<file path="config.mk">
export PLATFORM = sky130hd
export DESIGN_NAME = lpm_entry_gate
export DESIGN_NICKNAME = d
export VERILOG_FILES = /design/src/rtl/lpm_gate_pkg.sv /design/src/rtl/lpm_gate_ctrl.sv /design/src/rtl/lpm_gate_datapath.sv /design/src/rtl/lpm_entry_gate.sv
export SDC_FILE = /design/constraint.sdc
export NUM_CORES = 1
export LEC_CHECK = 0
export ABC_AREA = 1
export BUFFER_PORTS_ARGS = -buffer_cell sky130_fd_sc_hd__buf_2
export CAP_MARGIN = 40
export CORE_AREA = 2 2 39 41
export CTS_CLUSTER_SIZE = 14
export DETAILED_ROUTE_END_ITERATION = 12
export DIE_AREA = 0 0 41 43
export PLACE_DENSITY = 0.82
export SLEW_MARGIN = 20
export SYNTH_ARGS = -nofsm -noshare
export SYNTH_HDL_FRONTEND = slang
export SYNTH_SLANG_ARGS = --single-unit
</file>
<file path="constraint.sdc">
create_clock -name clk -period 1.3 [get_ports clk]
set_input_delay 0.13 -clock clk [delete_from_list [all_inputs] [get_ports clk]]
set_output_delay 0.13 -clock clk [all_outputs]
set_load 0.02 [all_outputs]
</file>
<file path="src/rtl/lpm_gate_pkg.sv">
package lpm_gate_pkg;
  localparam int CODE_W = 4;
  localparam int STATE_W = 2;
  localparam int NUM_STATES = 3;

  typedef struct packed {
    logic grantDev;
    logic nakDev;
    logic grantHost;
    logic dropHost;
    logic holdHost;
  } gateStrobe_t;

  function automatic logic stateAllowed(input logic [NUM_STATES-1:0] allowVec,
                                        input logic [STATE_W-1:0] st);
    logic ok;
    ok = 1'b0;
    for (int i = 0; i < NUM_STATES; i++) begin
      if (st == STATE_W'(i)) ok = allowVec[i];
    end
    return ok;
  endfunction
endpackage

</file>
<file path="src/rtl/lpm_gate_ctrl.sv">
module lpm_gate_ctrl
  import lpm_gate_pkg::*;
(
  input  logic        devReq,
  input  logic        devAllowed,
  input  logic        hostCand,
  input  logic        hostAllowed,
  output gateStrobe_t strobe
);
  always_comb begin
    strobe = '0;
    if (devReq) begin
      strobe.grantDev = devAllowed;
      strobe.nakDev   = ~devAllowed;
      strobe.holdHost = hostCand;
    end else if (hostCand) begin
      strobe.grantHost = hostAllowed;
      strobe.dropHost  = ~hostAllowed;
    end
  end
endmodule

</file>
<file path="src/rtl/lpm_gate_datapath.sv">
module lpm_gate_datapath
  import lpm_gate_pkg::*;
#(
  parameter int CW = CODE_W,
  parameter int SW = STATE_W,
  parameter int NS = NUM_STATES
) (
  input  logic          clk,
  input  logic          rstN,
  input  logic          cfgWrEn,
  input  logic [CW-1:0] cfgWrData,
  input  logic          hostReq,
  input  logic [SW-1:0] hostState,
  input  logic [SW-1:0] devState,
  input  gateStrobe_t   strobe,
  output logic          devAllowed,
  output logic          hostCand,
  output logic          hostAllowed,
  output logic [CW-1:0] restrictCode,
  output logic          resvdErr,
  output logic          linkGrant,
  output logic [SW-1:0] linkGrantState,
  output logic          grantFromDev,
  output logic          devNak
);
  localparam logic [CW-1:0] RESV_BASE = CW'(1 << NS);

  logic [CW-1:0] restrictQ;
  logic          errQ;
  logic          pendValid;
  logic [SW-1:0] pendState;
  logic [SW-1:0] candState;
  logic [NS-1:0] allowVec;

  assign allowVec    = (restrictQ >= RESV_BASE) ? '0 : ~restrictQ[NS-1:0];
  assign candState   = hostReq ? hostState : pendState;
  assign hostCand    = hostReq | pendValid;
  assign devAllowed  = stateAllowed(allowVec, devState);
  assign hostAllowed = stateAllowed(allowVec, candState);

  always_ff @(posedge clk) begin
    if (!rstN) begin
      restrictQ <= '0;
      errQ      <= 1'b0;
    end else if (cfgWrEn) begin
      restrictQ <= cfgWrData;
      errQ      <= errQ | (cfgWrData >= RESV_BASE);
    end
  end

  always_ff @(posedge clk) begin
    if (!rstN) begin
      pendValid <= 1'b0;
      pendState <= '0;
    end else if (strobe.holdHost) begin
      pendValid <= 1'b1;
      pendState <= candState;
    end else if (strobe.grantHost | strobe.dropHost) begin
      pendValid <= 1'b0;
    end
  end

  always_ff @(posedge clk) begin
    if (!rstN) begin
      linkGrant      <= 1'b0;
      linkGrantState <= '0;
      grantFromDev   <= 1'b0;
      devNak         <= 1'b0;
    end else begin
      linkGrant      <= strobe.grantDev | strobe.grantHost;
      linkGrantState <= strobe.grantDev ? devState : candState;
      grantFromDev   <= strobe.grantDev;
      devNak         <= strobe.nakDev;
    end
  end

  assign restrictCode = restrictQ;
  assign resvdErr     = errQ;
endmodule

</file>
<file path="src/rtl/lpm_entry_gate.sv">
module lpm_entry_gate
  import lpm_gate_pkg::*;
(
  input  logic               clk,
  input  logic               rstN,
  input  logic               cfgWrEn,
  input  logic [CODE_W-1:0]  cfgWrData,
  output logic [CODE_W-1:0]  restrictCode,
  output logic               resvdErr,
  input  logic               hostReq,
  input  logic [STATE_W-1:0] hostState,
  input  logic               devReq,
  input  logic [STATE_W-1:0] devState,
  output logic               linkGrant,
  output logic [STATE_W-1:0] linkGrantState,
  output logic               grantFromDev,
  output logic               devNak
);
  gateStrobe_t strobe;
  logic devAllowed, hostCand, hostAllowed;

  lpm_gate_ctrl uCtrl (
    .devReq(devReq), .devAllowed(devAllowed),
    .hostCand(hostCand), .hostAllowed(hostAllowed), .strobe(strobe)
  );

  lpm_gate_datapath #(.CW(CODE_W), .SW(STATE_W), .NS(NUM_STATES)) uDp (
    .clk(clk), .rstN(rstN), .cfgWrEn(cfgWrEn), .cfgWrData(cfgWrData),
    .hostReq(hostReq), .hostState(hostState), .devState(devState),
    .strobe(strobe), .devAllowed(devAllowed), .hostCand(hostCand),
    .hostAllowed(hostAllowed), .restrictCode(restrictCode), .resvdErr(resvdErr),
    .linkGrant(linkGrant), .linkGrantState(linkGrantState),
    .grantFromDev(grantFromDev), .devNak(devNak)
  );
endmodule

</file>
==> impl_metrics.json <==
{
  "status": "finished clean",
  "grt_pass1_vias": 514,
  "finalCritPeriodShare_pct": 82.1,
  "fin_crit_ps": 1070,
  "ys_ff_latch": 13,
  "crit_required_ps": 1490,
  "ctsHoldBuffers": 0,
  "postCtsSetupBuffers": 0,
  "swShare_pct": 30.1,
  "cts_root_buf": "clkbuf_4",
  "critical_path.max_fanout": 5,
  "die_h_um": 43,
  "core_region_area_mm2": 0.00138,
  "io_pins": 23,
  "placedInstanceArea_um2": 692,
  "maxCapViolCount": 0,
  "dr.pass1.iters": 4,
  "vias_per_cell": 4.71,
  "syn-cell-area_um2": 562,
  "drc_errors": 0,
  "design_area_um2": 718,
  "yosysUniqueCellTypes": 13,
  "cts.sinks": 13,
  "die-width_um": 41,
  "p_comb_share_pct": 19.6,
  "p_int_mw": 0.607,
  "synth.avg_cell_area_um2": 7.11,
  "tns_ps": 0,
  "drive_gt1_share_pct": 30.5,
  "wirelength_mm": 1.24,
  "grtUsageMet2_pct": 25.0,
  "yosys_warnings": 0,
  "vias": 570,
  "drv_slew": 0,
  "setup_viol": 0,
  "synth_fp_nets": 92,
  "p_clk_share_pct": 29.9,
  "cellPowerDensity_mw_per_mm2": 1210,
  "grt_pass1_wl_mm": 1.97,
  "port-buffer-count": 22,
  "cts_resized": 0,
  "worst_pin_slew_ps": 193,
  "overflow": 0,
  "ant_nets": 0,
  "place_congestion": 0.778,
  "dp_hpwl_um": 949,
  "slew_headroom_pct": 87.1,
  "htree_levels": 1,
  "synth_cells": 79,
  "final_cell_mix": "buf_2 (22), nand2_1 (19), nor2_1 (14)",
  "crit_path_end_kind": "flop",
  "rsz0062_at_grt": "no",
  "cts_buffer_depth": 2,
  "die-area_mm2": 0.00176,
  "rows": 14,
  "met1_usage_pct": 19.5,
  "finalClockSkew_ps": 0.398,
  "seq_power_share_pct": 50.5,
  "met3_usage_pct": 4.71,
  "nFillCells": 151,
  "grt_max_degree": 10,
  "critPathArrivalTime_ps": 1260,
  "area_growth_pct": 27.8,
  "grt_busiest_layer": "met2",
  "worstSetupStartpointType": "flop",
  "power_mw": 0.868,
  "pre_cts_ws_ps": 269,
  "grtUsageTotal_pct": 16.8,
  "drt_iter0_markers": 2,
  "seq_area_frac_synth_pct": 46.3,
  "numCtsBuffers": 3,
  "clk_pin_slew_worst_paths_ps": 80,
  "layout_commonest_cell": "buf_2",
  "peakVddDrop_v": 0.000624,
  "wl_per_cell_um": 10.2,
  "setup_ws_ps": 233,
  "hold_violations": 0,
  "start_util_pct": 40.6,
  "cts_tree": "built",
  "worstSetupPathType": "flop to flop",
  "clk-insertion-delay-late_ps": 280,
  "leakage_nw": 0.397,
  "p_sw_mw": 0.262,
  "finish.net_count": 119,
  "max_freq_mhz": 937,
  "antenna_found_initial": 0,
  "hp-class": "primary input to flop",
  "diodes": 0
}
[sequential cells by signal, summed over array words and instances, names as in the netlist]
name,flops
uDp.resvdErr,1
uDp.linkGrant,1
uDp.restrictCode,4
uDp.pendState,2
uDp.devNak,1
uDp.pendValid,1
uDp.grantFromDev,1
uDp.linkGrantState,2
[worst max-delay path, cell delays in order (launching register included)]
cell	delay [ps]
dfxtp_1	420
nor2_1	90
nand2_1	80
nand3_2	100
nand3_4	100
nand2_1	70
nand2_1	80
nor2_2	30
[power groups by stage]
stage	combinational, mW	sequential [mW]	clock [mW]
6_report	0.170	0.439	0.260
5_1_grt	0.190	0.443	0.281
4_1_cts	0.172	0.439	0.261
3_5_place_dp	0.169	0.449	0
3_3_place_gp	0.165	0.448	0
2_1_floorplan	0.0798	0.476	0
[Yosys cell counts (all sizes together)]
master,number,area [um^2]
dfxtp,13,260
o21ai,6,30.0
nor2,17,71.3
nand4,1,6.26
a211oi,1,7.51
nand3,4,37.5
inv,12,45.0
a21oi,4,20.0
nand2,21,83.8
[worst paths after layout]
kind                        from               endpoint  slack [ps]  cells past startpoint
max          uDp.restrictCode[3]  uDp.linkGrantState[1]         230                      7
min                 cfgWrData[1]    uDp.restrictCode[1]          70                      3
max reg2reg  uDp.restrictCode[3]  uDp.linkGrantState[1]         230                      7
min reg2reg         uDp.resvdErr           uDp.resvdErr         450                      2
[layout make-up]
cell class	count	area [um^2]	area share (%)
clock buffer	4	26.3	3.66
inverter	12	45.0	6.27
sequential	13	260	36.2
timing repair buffer	22	110	15.3
tap	16	20.0	2.79
multi-input combinational	54	256	35.7
[kinds of logic (layout without fill, tap and decap cells)]
kind of cell           after synthesis  after routing  share of synthesized area [%]
buffers and inverters               12             38                           8.02
DFF                                 13             13                           46.3
AOI/OAI and AO/OA                   11             11                           10.2
and+or+nand+nor                     43             43                           35.4
[per-layer routing]
metal | vias to the layer above | share of wire, %
li1 | 300 | -
met1 | 250 | 44
met2 | 15 | 47
met3 | 5 | 4.7
met4 | 0 | 3.5
met5 | - | 0
[metrics by stage]
stage,hold WS [ps],utilization [%],instances
2_1_floorplan,250,-,79
3_3_place_gp,354,50.0,117
3_5_place_dp,374,50.0,117
4_1_cts,75.0,51.9,121
5_1_grt,102,51.9,121
6_report,74.2,51.9,121
No activity file was read; power rests on OpenSTA's default activity.
